File: src/rtl/pmc_pkg.sv
package pmc_pkg;
  typedef enum logic [1:0] {
    MODE_RUN  = 2'd0,
    MODE_LT   = 2'd1,
    MODE_DP   = 2'd2,
    MODE_WAKE = 2'd3
  } pmc_mode_e;
endpackage

File: src/rtl/pmc_sync.sv
module pmc_sync #(
  parameter int WIDTH  = 2,
  parameter int STAGES = 2
) (
  input  logic             clk_i,
  input  logic             rst_i,
  input  logic [WIDTH-1:0] d_i,
  output logic [WIDTH-1:0] q_o
);
  logic [WIDTH-1:0] chain_q [STAGES];

  genvar g;
  generate
    for (g = 0; g < STAGES; g++) begin : g_stage
      if (g == 0) begin : g_first
        always_ff @(posedge clk_i) begin
          if (rst_i) chain_q[0] <= '0;
          else       chain_q[0] <= d_i;
        end
      end else begin : g_next
        always_ff @(posedge clk_i) begin
          if (rst_i) chain_q[g] <= '0;
          else       chain_q[g] <= chain_q[g-1];
        end
      end
    end
  endgenerate

  assign q_o = chain_q[STAGES-1];
endmodule

File: src/rtl/pmc_wake_timer.sv
module pmc_wake_timer #(
  parameter int SHORT_CYC = 16,
  parameter int LONG_CYC  = 20000
) (
  input  logic clk_i,
  input  logic rst_i,
  input  logic load_i,
  input  logic long_i,
  input  logic run_i,
  output logic done_o
);
  localparam int MAXC = (LONG_CYC > SHORT_CYC) ? LONG_CYC : SHORT_CYC;
  localparam int CW   = $clog2(MAXC + 1);
  localparam logic [CW-1:0] SHORT_LD = CW'(SHORT_CYC - 1);
  localparam logic [CW-1:0] LONG_LD  = CW'(LONG_CYC - 1);

  logic [CW-1:0] cnt_q;

  always_ff @(posedge clk_i) begin
    if (rst_i) begin
      cnt_q <= '0;
    end else if (load_i) begin
      cnt_q <= long_i ? LONG_LD : SHORT_LD;
    end else if (run_i && cnt_q != '0) begin
      cnt_q <= cnt_q - 1'b1;
    end
  end

  assign done_o = (cnt_q == '0);
endmodule

File: src/rtl/pmc_mode_fsm.sv
module pmc_mode_fsm
  import pmc_pkg::*;
(
  input  logic      clk_i,
  input  logic      rst_i,
  input  logic      lt_s_i,
  input  logic      dp_s_i,
  input  logic      tmr_done_i,
  output logic      tmr_load_o,
  output logic      tmr_long_o,
  output logic      tmr_run_o,
  output pmc_mode_e mode_o,
  output logic      ready_o,
  output logic      hold_o,
  output logic      conv_en_o
);
  pmc_mode_e mode_q, mode_nxt;
  logic      long_q;
  logic      ready_q, hold_q, conv_q;

  always_comb begin
    if (dp_s_i) begin
      mode_nxt = MODE_DP;
    end else if (lt_s_i) begin
      mode_nxt = MODE_LT;
    end else begin
      unique case (mode_q)
        MODE_RUN:  mode_nxt = MODE_RUN;
        MODE_LT:   mode_nxt = MODE_WAKE;
        MODE_DP:   mode_nxt = MODE_WAKE;
        MODE_WAKE: mode_nxt = tmr_done_i ? MODE_RUN : MODE_WAKE;
        default:   mode_nxt = MODE_RUN;
      endcase
    end
  end

  assign tmr_load_o = (mode_q == MODE_LT || mode_q == MODE_DP) && (mode_nxt == MODE_WAKE);
  assign tmr_long_o = long_q;
  assign tmr_run_o  = (mode_q == MODE_WAKE);

  always_ff @(posedge clk_i) begin
    if (rst_i) begin
      mode_q  <= MODE_RUN;
      long_q  <= 1'b0;
      ready_q <= 1'b1;
      hold_q  <= 1'b0;
      conv_q  <= 1'b1;
    end else begin
      mode_q  <= mode_nxt;
      if (mode_nxt == MODE_DP)       long_q <= 1'b1;
      else if (mode_nxt == MODE_RUN) long_q <= 1'b0;
      ready_q <= (mode_nxt == MODE_RUN);
      hold_q  <= (mode_nxt != MODE_RUN);
      conv_q  <= (mode_nxt == MODE_RUN);
    end
  end

  assign mode_o    = mode_q;
  assign ready_o   = ready_q;
  assign hold_o    = hold_q;
  assign conv_en_o = conv_q;
endmodule

File: src/rtl/pwr_mode_ctrl.sv
module pwr_mode_ctrl #(
  parameter int LT_WAKE_CYC = 16,
  parameter int DP_WAKE_CYC = 20000,
  parameter int SYNC_STAGES = 2
) (
  input  logic       clk_i,
  input  logic       rst_i,
  input  logic       sleep_lt_i,
  input  logic       sleep_dp_i,
  output logic [1:0] state_o,
  output logic       hold_o,
  output logic       conv_en_o,
  output logic       ready_o
);
  import pmc_pkg::*;

  logic [1:0] req_s;
  logic       tmr_load, tmr_long, tmr_run, tmr_done;
  pmc_mode_e  mode;

  pmc_sync #(.WIDTH(2), .STAGES(SYNC_STAGES)) u_sync (
    .clk_i (clk_i),
    .rst_i (rst_i),
    .d_i   ({sleep_dp_i, sleep_lt_i}),
    .q_o   (req_s)
  );

  pmc_wake_timer #(.SHORT_CYC(LT_WAKE_CYC), .LONG_CYC(DP_WAKE_CYC)) u_tmr (
    .clk_i  (clk_i),
    .rst_i  (rst_i),
    .load_i (tmr_load),
    .long_i (tmr_long),
    .run_i  (tmr_run),
    .done_o (tmr_done)
  );

  pmc_mode_fsm u_fsm (
    .clk_i      (clk_i),
    .rst_i      (rst_i),
    .lt_s_i     (req_s[0]),
    .dp_s_i     (req_s[1]),
    .tmr_done_i (tmr_done),
    .tmr_load_o (tmr_load),
    .tmr_long_o (tmr_long),
    .tmr_run_o  (tmr_run),
    .mode_o     (mode),
    .ready_o    (ready_o),
    .hold_o     (hold_o),
    .conv_en_o  (conv_en_o)
  );

  assign state_o = mode;
endmodule

File: config.mk
export PLATFORM = sky130hd
export DESIGN_NAME = pwr_mode_ctrl
export DESIGN_NICKNAME = d
export VERILOG_FILES = /design/src/rtl/pmc_pkg.sv /design/src/rtl/pmc_sync.sv /design/src/rtl/pmc_wake_timer.sv /design/src/rtl/pmc_mode_fsm.sv /design/src/rtl/pwr_mode_ctrl.sv
export SDC_FILE = /design/constraint.sdc
export NUM_CORES = 1
export LEC_CHECK = 0
export BUFFER_PORTS_ARGS = -buffer_cell sky130_fd_sc_hd__buf_2
export CAP_MARGIN = 30
export CORE_ASPECT_RATIO = 1.75
export CORE_MARGIN = 8
export CORE_UTILIZATION = 40
export CTS_BUF_LIST = sky130_fd_sc_hd__clkbuf_4
export CTS_CLUSTER_DIAMETER = 60
export DETAILED_ROUTE_END_ITERATION = 7
export PLACE_DENSITY_LB_ADDON = 0.15
export REMOVE_ABC_BUFFERS = 1
export SLEW_MARGIN = 30
export SYNTH_ARGS = -nofsm -noshare
export SYNTH_HDL_FRONTEND = slang
export SYNTH_SLANG_ARGS = --single-unit
File: constraint.sdc
create_clock -name clk_i -period 2.5 [get_ports clk_i]
set_input_delay 0.375 -clock clk_i [delete_from_list [all_inputs] [get_ports clk_i]]
set_output_delay 0.375 -clock clk_i [all_outputs]
set_load 0.01 [all_outputs]
Word-level counts from Yosys, hierarchy flattened
Memory sizes are Yosys's and may differ from the RTL's.
Index checks and enable logic that the tools add are counted.
{ "totals": {"ff_bits": 20, "memories": 1, "output_inout_bits": 5, "in_bits": 4, "ram_bits": 4, "wordCells": 39} }
{ "op_classes": {"n_mux": 14, "bitwise_logic": 2, "n_eq_ne": 5, "addsub": 1, "reduce_logical": 11} }
{ "mem_list": {"columns": ["name", "words", "word_bits", "read_ports", "rd_ports_with_merged_regs", "write_ports", "line", "rtl"], "rows": [
  ["u_sync.chain_q", 2, 2, 2, 0, 2, "pmc_sync.sv:10", "logic [WIDTH-1:0] chain_q [STAGES];"]
]} }
{ "ops": {"columns": ["cell", "n"], "rows": [
  ["$mux 15", 3],
  ["$logic_not 15->1", 1],
  ["$reduce_bool 15->1", 1],
  ["$sub 15x1->15 const B", 1],
  ["$mux 2", 5],
  ["$eq 2x2->1 const B", 4],
  ["$pmux 2 s3", 1],
  ["$reduce_bool 2->1", 3],
  ["$mux 1", 5],
  ["$logic_not 2->1", 2],
  ["$eq 2x1->1 const B", 1],
  ["$logic_and 1x1->1", 2],
  ["$or 1x1->1", 2],
  ["$reduce_or 2->1", 1],
  ["$logic_or 1x1->1", 1]
]} }

Logic depth before layout (Yosys ltp)
{ "logic_depth": {"ltp_word": 8, "depth_mapped": 6, "depth_no_buf": 6} }

Cells and area by module
From an unflattened synthesis, not the netlist that was laid out.
{ "unflattened": {"cells_unflattened": 122, "area_unflattened_um2": 1166.1} }
{ "modules_own_cells": {"columns": ["module", "instances", "area_each_um2", "cells_per_inst"], "rows": [
  ["pmc_wake_timer", 1, 814.5, 89],
  ["pmc_mode_fsm", 1, 246.5, 25],
  ["pmc_sync", 1, 105.1, 8]
]} }

Worst setup path before layout
Ideal clock, no wire load.
{ "synth_path": {"path_kind": "register to register", "from": "register u_tmr.cnt_q[6]", "to": "register u_tmr.cnt_q[9]", "setup_time_ns": 0.136, "arrival_time_ns": 1.829, "n_path_buf": 2, "required_time_ns": 2.364, "setup_slack_ns": 0.535, "path_stages_with_launch": 7, "synth_period_minus_slack_ns": 1.965, "path_cell_list": "dfxtp_1 -> or4_1 -> buf_2 -> buf_6 -> or3_4 -> a311oi_1 -> a311oi_1"} }
{ "synth_via": {"elab_chain_cells": 8, "word_cells_on_any_way": 13, "cone_classes": "1 x add/sub; 1 x eq/ne; 6 x mux; 5 x reduce/logical"} }
{ "synth_lines": {"columns": ["element", "line", "rtl"], "rows": [
  ["start, declared", "pmc_wake_timer.sv:17", "logic [CW-1:0] cnt_q;"],
  ["start signal, assigned", "pmc_wake_timer.sv:23", "cnt_q <= long_i ? LONG_LD : SHORT_LD;"],
  ["start signal, assigned", "pmc_wake_timer.sv:25", "cnt_q <= cnt_q - 1'b1;"],
  ["$logic_not 15->1", "pmc_wake_timer.sv:29", "assign done_o = (cnt_q == '0);"],
  ["$mux 2", "pmc_mode_fsm.sv:31", "MODE_WAKE: mode_nxt = tmr_done_i ? MODE_RUN : MODE_WAKE;"],
  ["$pmux 2 s3", "pmc_mode_fsm.sv:27", "unique case (mode_q)"],
  ["$mux 2", "pmc_mode_fsm.sv:24", "end else if (lt_s_i) begin"],
  ["$mux 2", "pmc_mode_fsm.sv:22", "if (dp_s_i) begin"],
  ["$eq 2x2->1", "pmc_mode_fsm.sv:37", "assign tmr_load_o = (mode_q == MODE_LT || mode_q == MODE_DP) && (mode_nxt == MODE_WAKE);"],
  ["$logic_and 1x1->1", "pmc_mode_fsm.sv:37", null],
  ["$mux 15 / $reduce_bool 2->1 (equally long branches)", null, null]
]} }
Several ways; a longest one is shown, not always the timed one. The select of a mux whose other input is x is not followed.
A chain may end at the register's enable or synchronous reset.

Worst setup path after layout
Ends and elaborated chain as after synthesis.

==> results.toml <==
[outcome]
status = "complete, no violations"

[floorplanning]
rows = 26
initial_core_util = 0.419
die_area_um2 = 5120
die_x_um = 57.6
core_area_um2 = 2900
io_pins = 9
die_h_um = 88.8

[clock_tree]
clk_pin_slew_ns = 0.14
cts_tree = "yes"
root_buffer = "clkbuf_4"
cts-hold-fix-buffers = 0
insertion_delay_ns = 0.32
cts_resized = 0
cts_setup_buffers = 0
clock_path_buffers = 2
htreeDepth = 1
clock_sinks = 24
numCtsBuffers = 3

[detailed_routing]
dr.pass1.iters = 4
wl_met3_um = 80
wl_per_cell_um = 17.1
vias = 978
wl_met2_mm = 1.50
via_per_inst = 6.15
wl_met1_mm = 1.07
highest_layer = "met4"
drc = 0
drt_iter0_markers = 17
wl_mm = 2.72
ant_nets = 0

[timing]
slew_viol_final = 0
setup-tns-final_ns = 0
finalHoldViolCount = 0
skew_ns = 0.0147
whs_ns = 0.267
rsz0062_at_grt = "false"
setup_viol = 0
period_share = 0.867
fmax_ghz = 0.462
worst_pin_slew_ns = 0.530
slew_headroom = 0.646
final.min_clock_period_ns = 2.17

[grt]
grt_pass1_vias = 963
antenna_found_initial = 0
grt_pass1_wl_mm = 4.53
grtUsageTotal = 0.114
gr-total-overflow = 0
grt_max_degree = 19

[power]
power_uw = 631
p_leak_nw = 0.461
powerDensity_nw_per_um2 = 496
irDropWorstVdd_mv = 0.357

[cells_and_area]
insertedDiodeCount = 0
final_core_util = 0.439
drive_above_1_share = 0.191
regArea_um2 = 480
finalNetCount = 140
stdcell_count = 159
areaGrowthSynthToFinish_pct = 4.85
multiInputGateArea_um2 = 652
n_fill_cell = 299

[synth]
yosysWarningCount = 0
synth_edf_count = 0
syn-cell-area_um2 = 1210
yosysSeqAreaShare = 0.396
async_reset_ff_frac = 0
synth-main-ff-cell = "dfxtp_1"
syn_avg_cell_area_um2 = 9.70
syn_inst = 125
ys_seq_elements = 24
synth_cell_types = 49

[critical_path]
critical_path.max_stage_delay_ns = 0.81
critical_path_class = "flip-flop to flip-flop"
critical_path_arrival_ns = 2.37
path_cells = "or4_1 > or3_4 > a311oi_1 > a311oi_1"
cp-start-kind = "flip-flop"
slowest_stage = "or4_1"
cp_data_required_time_ns = 2.71
worstSetupEndpointType = "flip-flop"
critPathMaxFanout = 14
cp_common_cell = "a311oi_1"

[place]
portBuffers = 8
globalplace.congestion = 0.791
dp.cells = 155
place_hpwl_mm = 2.08

[flow_run]
cap_violations = 0

[hold_path]
worstHoldPathType = "input port to flip-flop"
stage by stage:
step,worst slack (ns),area (um^2)
finish,0.333,1270
global route,0.186,1270
CTS,0.335,1270
detailed placement,0.353,1240
global placement,0.407,1240
floorplan,0.530,1150
Yosys cell counts (all sizes together) (4+ instances only):
cell,count,share of area
dfxtp,24,0.40
nor2,7,0.022
nor3,7,0.029
inv,6,0.019
a31oi,5,0.026
buf,5,0.038
nor2b,5,0.026
o31ai,5,0.031
or4,5,0.035
a21oi,4,0.017
ha,4,0.041
or3,4,0.026
power by group:
group	total [mW]	internal, mW	switching, mW	leakage, nW
clock network	0.175	0.0585	0.116	0.0154
logic	0.0589	0.0240	0.0349	0.250
registers	0.397	0.391	0.00615	0.195
total	0.631	0.473	0.157	0.461
cells in the final DEF, fill, tap and decap left out, types with 2 or more instances in the layout:
master | netlist | layout
o21a_1 | 2 | 2
nor2b_1 | 5 | 5
nand3b_1 | 2 | 2
a311oi_1 | 3 | 3
xnor2_1 | 2 | 2
nor4_1 | 3 | 3
a21o_1 | 2 | 2
nor3_1 | 7 | 7
ha_1 | 4 | 4
o31ai_1 | 5 | 5
clkbuf_4 | 0 | 3
a31oi_1 | 5 | 5
buf_4 | 1 | 2
or4_1 | 3 | 3
nand2_1 | 2 | 2
nor2_1 | 7 | 7
a211oi_1 | 2 | 2
o21ai_0 | 2 | 2
dfxtp_1 | 24 | 24
a21oi_1 | 4 | 4
buf_2 | 1 | 8
inv_1 | 6 | 6
or3_1 | 2 | 2
layer usage:
layer  track usage  vias up
li1              -      484
met1         0.110      459
met2         0.224       26
met3        0.0175        9
met4        0.0619        0
met5             0        -
final timing paths:
kind,startpoint,endpoint,slack (ns),depth (start not counted)
setup reg to reg,u_tmr.cnt_q[6],u_tmr.cnt_q[9],0.33,4
hold reg to reg,u_sync.chain_q[0][1],u_sync.chain_q[1][1],0.45,1
hold / removal,sleep_dp_i,u_sync.chain_q[0][1],0.27,2
setup / recovery,u_tmr.cnt_q[6],u_tmr.cnt_q[9],0.33,4
kinds of logic (layout without fill, tap and decap cells):
logic type	after synthesis	count (layout)	synth area share
AO/OA/AOI/OAI	35	35	0.243
XOR/XNOR	2	2	0.0145
adder cells (fa/ha/maj)	4	4	0.0413
buffers and inverters	14	20	0.0660
flip-flops	24	24	0.396
AND/OR/NAND/NOR	46	46	0.239
critical path, delay by kind of cell, from the launching register on:
family,cells,cell delay [ns]
compound gates,2,0.37
flops,1,0.38
simple gates,2,1.31
registers in the layout, indices dropped and copies added, names as in the netlist:
signal and cells:
u_fsm.mode_o 2, u_tmr.cnt_q 15, u_sync.chain_q 4, u_fsm.tmr_long_o 1, u_fsm.hold_o 1, u_fsm.conv_en_o 1
area by class of cell:
type	instances	area share
clock buffers	3	0.0177
inverters	6	0.0177
flip-flops and latches	24	0.378
multi-input cells	87	0.513
clock inverters	1	0.00295
repair buffers	10	0.0433
well taps	28	0.0276
No activity file was read; power rests on OpenSTA's default activity.
